`config.mk`:
```
export PLATFORM = sky130hd
export DESIGN_NAME = ref_freq_mon
export DESIGN_NICKNAME = d
export VERILOG_FILES = /design/src/rtl/ref_freq_mon_pkg.sv /design/src/rtl/rfm_sync_edge.sv /design/src/rtl/rfm_gate_counter.sv /design/src/rtl/rfm_window.sv /design/src/rtl/ref_freq_mon.sv
export SDC_FILE = /design/constraint.sdc
export NUM_CORES = 1
export LEC_CHECK = 0
export BUFFER_PORTS_ARGS = -buffer_cell sky130_fd_sc_hd__buf_2
export CAP_MARGIN = 25
export CORE_MARGIN = 2
export CORE_UTILIZATION = 57
export DETAILED_ROUTE_END_ITERATION = 8
export PLACE_DENSITY = 0.84
export RECOVER_POWER = 25
export SETUP_SLACK_MARGIN = 0.3
export SLEW_MARGIN = 20
export SYNTH_ARGS = -nofsm -noshare
export SYNTH_HDL_FRONTEND = slang
export SYNTH_SLANG_ARGS = --single-unit
```
`constraint.sdc`:
```
create_clock -name clk -period 7.5 [get_ports clk]
set_input_delay 0.375 -clock clk [delete_from_list [all_inputs] [get_ports clk]]
set_output_delay 0.375 -clock clk [all_outputs]
set_load 0.02 [all_outputs]
```
`src/rtl/ref_freq_mon_pkg.sv`:
```
package ref_freq_mon_pkg;

  typedef enum logic {
    RANGE_OUT = 1'b0,
    RANGE_IN  = 1'b1
  } range_t;

  // Two-limit decision: accept at or below lo, reject above hi, else hold.
  function automatic range_t next_range(input range_t cur, input logic below_lo,
                                        input logic above_hi);
    if (below_lo)      return RANGE_IN;
    else if (above_hi) return RANGE_OUT;
    else               return cur;
  endfunction

endpackage

```
`src/rtl/rfm_sync_edge.sv`:
```
module rfm_sync_edge (
  input  logic clk,
  input  logic rst,
  input  logic async_in,
  output logic rise
);
  logic meta_q, sync_q, prev_q;

  always_ff @(posedge clk) begin
    if (rst) begin
      meta_q <= 1'b0;
      sync_q <= 1'b0;
      prev_q <= 1'b0;
    end else begin
      meta_q <= async_in;
      sync_q <= meta_q;
      prev_q <= sync_q;
    end
  end

  assign rise = sync_q & ~prev_q;
endmodule

```
`src/rtl/rfm_gate_counter.sv`:
```
module rfm_gate_counter #(
  parameter int unsigned GATE_CYCLES = 2000000,
  parameter int unsigned CNT_W       = 20
) (
  input  logic             clk,
  input  logic             rst,
  input  logic             rise,
  output logic             done,
  output logic [CNT_W-1:0] count
);
  localparam int unsigned GATE_W = $clog2(GATE_CYCLES);

  logic [GATE_W-1:0] tick_q;
  logic [CNT_W-1:0]  acc_q;
  logic              last;

  assign last = (tick_q == GATE_W'(GATE_CYCLES - 1));

  always_ff @(posedge clk) begin
    if (rst) begin
      tick_q <= '0;
      acc_q  <= '0;
    end else if (last) begin
      tick_q <= '0;
      acc_q  <= '0;
    end else begin
      tick_q <= tick_q + 1'b1;
      acc_q  <= acc_q + CNT_W'(rise);
    end
  end

  // Final count includes an edge seen in the closing cycle.
  assign done  = last & ~rst;
  assign count = acc_q + CNT_W'(rise);
endmodule

```
`src/rtl/rfm_window.sv`:
```
module rfm_window
  import ref_freq_mon_pkg::*;
#(
  parameter int unsigned NOMINAL = 204800,
  parameter int unsigned ACCEPT  = 20,
  parameter int unsigned REJECT  = 27,
  parameter int unsigned CNT_W   = 20
) (
  input  logic                    clk,
  input  logic                    rst,
  input  logic                    done,
  input  logic [CNT_W-1:0]        count,
  output logic                    ref_ok,
  output logic signed [CNT_W:0]   offset
);
  localparam int unsigned OFS_W = CNT_W + 1;

  logic signed [OFS_W-1:0] dev;
  logic [OFS_W-1:0]        mag;
  range_t                  state_q;

  assign dev = $signed({1'b0, count}) - $signed(OFS_W'(NOMINAL));
  assign mag = dev[OFS_W-1] ? OFS_W'(-dev) : OFS_W'(dev);

  always_ff @(posedge clk) begin
    if (rst) begin
      state_q <= RANGE_OUT;
      offset  <= '0;
    end else if (done) begin
      state_q <= next_range(state_q, mag <= OFS_W'(ACCEPT), mag > OFS_W'(REJECT));
      offset  <= dev;
    end
  end

  assign ref_ok = (state_q == RANGE_IN);
endmodule

```
`src/rtl/ref_freq_mon.sv`:
```
module ref_freq_mon #(
  parameter int unsigned GATE_CYCLES = 2000000,
  parameter int unsigned NOMINAL     = 204800,
  parameter int unsigned ACCEPT      = 20,
  parameter int unsigned REJECT      = 27,
  parameter int unsigned CNT_W       = $clog2(GATE_CYCLES / 2 + 2)
) (
  input  logic                  clk,
  input  logic                  rst,
  input  logic                  ref_in,
  output logic                  ref_ok,
  output logic signed [CNT_W:0] offset
);
  logic             rise;
  logic             gate_done;
  logic [CNT_W-1:0] gate_count;

  rfm_sync_edge u_sync (
    .clk(clk), .rst(rst), .async_in(ref_in), .rise(rise)
  );

  rfm_gate_counter #(.GATE_CYCLES(GATE_CYCLES), .CNT_W(CNT_W)) u_gate (
    .clk(clk), .rst(rst), .rise(rise), .done(gate_done), .count(gate_count)
  );

  rfm_window #(.NOMINAL(NOMINAL), .ACCEPT(ACCEPT), .REJECT(REJECT), .CNT_W(CNT_W)) u_win (
    .clk(clk), .rst(rst), .done(gate_done), .count(gate_count),
    .ref_ok(ref_ok), .offset(offset)
  );
endmodule

```
==> impl_metrics.tcl, run 1 <==
set metrics [dict create \
    status "complete, no violations" \
    synth_area_um2 3590 \
    htreeDepth 3 \
    fp.dieArea_um2 6940 \
    slew_headroom_pct 20.0 \
    multi_input_area_um2 2150 \
    drt_first_pass_iters 5 \
    synth_top_area_share_pct 36.8 \
    tns_ns 0 \
    routed.top_layer "met4" \
    synthTopCellsByArea "dfxtp_1 37%, nor2_1 7.4%, xnor2_1 5.4%" \
    synth_edf_count 0 \
    peakVddDrop_uv 167 \
    cts-resized-gates 0 \
    p_leak_nw 1.47 \
    end_kind "register" \
    finalInstanceArea_um2 3960 \
    syn_nets 452 \
    cts_sinks 66 \
    port_buffers 24 \
    place.gp.congestion 0.943 \
    avgSynthCellArea_um2 8.11 \
    grt_max_degree 32 \
    layout-drive-gt1-share_pct 9.03 \
    place_inst 524 \
    fin_util_pct 66.1 \
    fin_ws_ns 3.45 \
    worst-path-max-fanout 19 \
    antenna_found_initial 0 \
    slowest_stage "o311ai_4" \
    worst_slew_pin_slew_ns 1.20 \
    finalCriticalPeriod_ns 4.05 \
    ys_ff_latch 66 \
    cts_tree "yes" \
    cp_slowest_stage_delay_ns 0.72 \
    clkLatencyLatePin_ns 0.36 \
    cp_top_family "simple AND/OR/NAND/NOR gates" \
    antenna_left 0 \
    wl_met1_mm 3.57 \
    start_util_pct 59.9 \
    cts_made_buffers 9 \
    ys_seq_area_share_pct 36.8 \
    criticalPathCategory "register to register" \
    hold_buffers 0 \
    powerDensity_nw_per_um2 184 \
    worstPathCellList "nor2b_1 -> ha_1 -> ha_1 -> nand4_1 -> or2_1 -> nor4_2 -> nor2_2 -> o311ai_4 -> a221o_1 -> nand3_1 -> nor4_2 -> a22o_1" \
    regArea_um2 1320 \
    coreArea_um2 5990 \
    yosysUniqueCellTypes 65 \
    cap_violations 0 \
    avgRoutedWirePerCell_um 15.2 \
    die_y_um 83.3 \
    yosysMostFrequentCell "nor2_1" \
    hold_ws_ns 0.256 \
    wl_met3_um 555 \
    synth-async-reset-ratio_pct 0 \
    hold_viol 0 \
    rsz0062_at_grt "no" \
    finalSetupViolations 0 \
    start_kind "register" \
    crit_required_ns 7.80 \
    finalNetCount 470 \
    overflow 0 \
    slew_violations 0 \
    arrival_ns 4.35 \
    dp_hpwl_mm 5.70 \
    diodes 0 \
    via_per_inst 6.10 \
    drt_iter0_drc 258 \
    routed_wl_mm 8.22 \
    wl_met2_mm 3.81 \
    grt_pass1_wl_mm 13.7 \
    max_freq_ghz 0.247 \
    fp-row-count 28 \
    p_total_uw 727 \
    ys_top_cells_by_count "71 x nor2_1, 66 x dfxtp_1, 45 x nand2_1" \
    ys_warn_count 0 \
    grt_use_total_pct 24.3 \
    place_area_um2 3760 \
    cts_root_buf "clkbuf_8" \
    clkTransAtPathRegs_ns 0.07 \
    vias 3294 \
    clock_skew_ns 0.00668 \
    clock_path_buffers 2 \
    areaGrowthSynthToFinish_pct 10.5 \
    fin_cells 540 \
    route.detailed.drc 0 \
    worst-path-buf-inv 0 \
    netlist_instances 442 \
    cts_setup_buffers 0 \
    hold_path_class "input pin to register" \
    grt_pass1_vias 3011 \
    synth_ff_type "dfxtp_1" \
    die_w_um 83.3 \
    yosys.area.top_type "dfxtp_1" \
    fillers 480 \
    ios 25 \
    place_ws_ns 3.58 \
    fin_crit_sh_pct 54.0 \
]
==> flip-flops by register name, summed over array words and instances (netlist names) <==
register / count
u_gate.tick_q: 21
u_win.offset: 21
u_gate.acc_q: 20
u_sync.meta_q: 1
u_sync.prev_q: 1
u_sync.sync_q: 1
u_win.ref_ok: 1
==> routing by layer <==
| layer | GRT usage, % | up-vias |
|---|---|---|
| met3 | 5.57 | 32 |
| met2 | 39.7 | 118 |
| met1 | 29.3 | 1551 |
| li1 | - | 1593 |
| met4 | 13.6 | 0 |
| met5 | 0 | - |
==> layout make-up <==
| class | count | share of cell area (%) |
|---|---|---|
| clock buffer | 10 | 3.47 |
| clock inverter | 6 | 2.27 |
| inverter | 9 | 0.853 |
| multi-input combinational | 347 | 54.2 |
| sequential | 66 | 33.3 |
| tap | 75 | 2.37 |
| timing repair buffer | 27 | 3.50 |
==> worst paths after layout <==
check / depth (start not counted) / slack, ns / to / startpoint
setup reg to reg: 12 / 3.45 / u_win.ref_ok / u_sync.sync_q
hold reg to reg: 2 / 0.45 / u_win.offset[18] / u_win.offset[18]
setup / recovery: 12 / 3.45 / u_win.ref_ok / u_sync.sync_q
hold / removal: 2 / 0.26 / u_sync.meta_q / ref_in
==> power breakdown <==
| group | switching (mW) | internal, mW | total, mW | leakage, nW |
|---|---|---|---|---|
| clock network | 0.143 | 0.197 | 0.340 | 0.112 |
| registers | 0.00192 | 0.353 | 0.355 | 0.533 |
| logic | 0.0205 | 0.0127 | 0.0332 | 0.822 |
==> logic make-up after synthesis <==
family / synth area share (%)
and+or+nand+nor: 31.3
AOI/OAI and AO/OA: 13.9
DFF: 36.8
xor gates and xnor gates: 11.2
buffers and inverters: 3.45
adders and majority gates: 2.44
muxes: 0.942
==> placed cells by master (no fill, tap or decap), types with 3 or more instances in the layout <==
cell | synthesis | layout
nand4_1 | 11 | 11
or3_1 | 7 | 7
xor2_1 | 22 | 22
clkbuf_8 | 0 | 10
o21ai_0 | 10 | 10
nor2b_1 | 5 | 5
clkbuf_1 | 13 | 19
and3_1 | 4 | 4
nor3_1 | 11 | 11
buf_2 | 3 | 5
a21oi_1 | 37 | 37
xnor2_1 | 22 | 22
o31ai_1 | 3 | 3
dfxtp_1 | 66 | 66
and4_1 | 4 | 4
a211oi_1 | 4 | 4
ha_1 | 7 | 7
nor4b_1 | 3 | 3
nor4_2 | 3 | 4
and2_1 | 7 | 7
nand3_1 | 24 | 24
nand2_1 | 45 | 45
inv_1 | 8 | 8
nor2_1 | 71 | 71
No activity file was read; power rests on OpenSTA's default activity.
==> run 2, diff against run 1 <==
- CORE_UTILIZATION: 57 -> 54
- PLACE_DENSITY: 0.84 -> 0.83
- clock period: 7.5 -> 3.2 ns (I/O delays scaled with it)
==> run 2 against run 1 <==
  * The flow now finishes with violations (setup timing)
  * Sequential power is 130% higher
  * Register-to-register slack worse by 3.5 ns
  * Cell count is 9.8% higher
  * Clock-buffer cell count stayed put
  * Sequential share of layout area is 4.4 points lower
  * Critical endpoint unchanged
  * Highest routed layer unchanged
==> impl_metrics.tcl, run 2 (synthesized netlist as in run 1, its figures left out) <==
set metrics [dict create \
    status "finished, violations left" \
    violations "setup timing" \
    layout_common_cells "71 x nor2_1, 65 x dfxtp_1, 52 x buf_4, 45 x nand2_1, 37 x a21oi_1" \
    cap_violations 0 \
    routed_wl_mm 10.2 \
    coreArea_um2 6390 \
    pwr-share-comb_pct 5.5 \
    final_common_cell "nor2_1" \
    finalCriticalPeriod_ns 3.28 \
    hold_buffers 0 \
    fp-row-count 29 \
    die_w_um 85.5 \
    hold_start "ref_in" \
    p_leak_nw 1.89 \
    clkLatencyLatePin_ns 0.36 \
    startpoint "u_sync.sync_q" \
    antenna_found_initial 0 \
    via_per_inst 6.05 \
    largestRegisters "u_gate.tick_q (21), u_win.offset (21), u_gate.acc_q (20)" \
    worst-path-max-fanout 6 \
    port_buffers 24 \
    clock_skew_ns 0.0101 \
    htreeDepth 3 \
    hold_ws_ns 0.00614 \
    criticalPathCategory "register to register" \
    clock_path_buffers 2 \
    switching_share_pct 23.2 \
    cts_sinks 66 \
    peakVddDrop_uv 373 \
    overflow 0 \
    ios 25 \
    areaGrowthSynthToFinish_pct 27.5 \
    worst_slew_pin_slew_ns 0.793 \
    hold_path_class "input pin to register" \
    grt_max_degree 40 \
    clkTransAtPathRegs_ns 0.08 \
    clock_power_share_pct 46.7 \
    finalSetupViolations 1 \
    antenna_left 0 \
    place.gp.congestion 0.951 \
    r2r_start "u_sync.sync_q" \
    start_kind "register" \
    seq_power_share_pct 47.8 \
    vias 3588 \
    internal_power_mw 1.34 \
    diodes 0 \
    cts_made_buffers 9 \
    dp_hpwl_mm 6.41 \
    grt_pass1_vias 3429 \
    crit_required_ns 3.49 \
    avgRoutedWirePerCell_um 17.3 \
    arrival_ns 3.57 \
    switchingPower_uw 404 \
    max_freq_ghz 0.305 \
    hold_viol 0 \
    die_y_um 85.5 \
    route.detailed.drc 0 \
    layout-drive-gt1-share_pct 26.0 \
    fin_ws_ns -0.0753 \
    powerDensity_nw_per_um2 381 \
    rsz0062_at_grt "yes" \
    slew_violations 0 \
    drt_iter0_drc 284 \
    rrSetupSlack_ns -0.08 \
    fillers 453 \
    grt_pass1_wl_mm 16.1 \
    slew_headroom_pct 47.1 \
    fin_crit_sh_pct 102 \
    fin_util_pct 71.6 \
    grt_use_total_pct 27.7 \
    fp.dieArea_um2 7310 \
    cts_tree "yes" \
    cts_root_buf "clkbuf_8" \
    finalNetCount 521 \
    drt_first_pass_iters 5 \
    end_kind "register" \
    start_util_pct 56.2 \
]
[run 2: through the flow]
| stage | area (um2) | setup TNS [ns] | power [mW] | setup WS, ns | instances |
|---|---|---|---|---|---|
| after floorplan | 3610 | 0 | 0.909 | 0.142 | 442 |
| after global placement | 4080 | 0 | 0.935 | 0.00411 | 568 |
| after detailed placement | 4080 | -0.137 | 0.937 | -0.137 | 568 |
| after CTS | 4460 | 0 | 1.75 | 0.0755 | 590 |
| after global routing | 4570 | -0.182 | 1.80 | -0.182 | 593 |
| final | 4570 | -0.0753 | 1.74 | -0.0753 | 593 |
[run 2: power by group through the flow]
stage | Sequential [mW] | Combinational (mW) | Clock (mW)
6_report | 0.831 | 0.0966 | 0.813
5_1_grt | 0.832 | 0.106 | 0.860
3_5_place_dp | 0.850 | 0.0875 | 0
3_3_place_gp | 0.849 | 0.0854 | 0
2_1_floorplan | 0.849 | 0.0603 | 0
4_1_cts | 0.831 | 0.0932 | 0.824
[run 2: worst paths after layout]
| kind | to | cells past startpoint |
|---|---|---|
| max | u_win.ref_ok | 15 |
| min | u_sync.meta_q | 2 |
| max reg2reg | u_win.ref_ok | 15 |
| min reg2reg | u_sync.sync_q | 1 |
[run 2: routing by layer]
metal | global-route usage [%] | up-vias | wire, um
met5 | 0 | - | 0
met4 | 14.0 | 0 | 406
met3 | 6.83 | 44 | 728
met2 | 47.2 | 166 | 4970
met1 | 32.5 | 1681 | 4120
li1 | - | 1697 | -
[run 2: layout make-up]
class	instances	area (um2)	share of cell area (%)
flip-flops and latches	66	1320	28.9
well taps	77	96.3	2.11
repair buffers	77	522	11.4
inverters	9	33.8	0.739
multi-input cells	348	2360	51.7
clock inverters	6	95.1	2.08
clock buffers	10	138	3.01
[run 2: timing repair]
action	CTS	global route
buffers inserted	5	3
gates resized for setup	16	11
pin swaps	9	2
cloned	1	0
endpoints found under the setup margin	1	3
[run 2: worst max-delay path, cell delays in order, from the launching register on]
cell and delay, ns:
dfxtp_2 0.34, nor2b_4 0.15, ha_4 0.19, ha_4 0.14, nand4_1 0.12, or2_4 0.32, o31a_1 0.35, buf_4 0.16
buf_4 0.15, o211ai_1 0.33, o41ai_4 0.16, buf_4 0.16, a31oi_1 0.19, o31ai_1 0.12, nor4_2 0.16, a22o_1 0.18
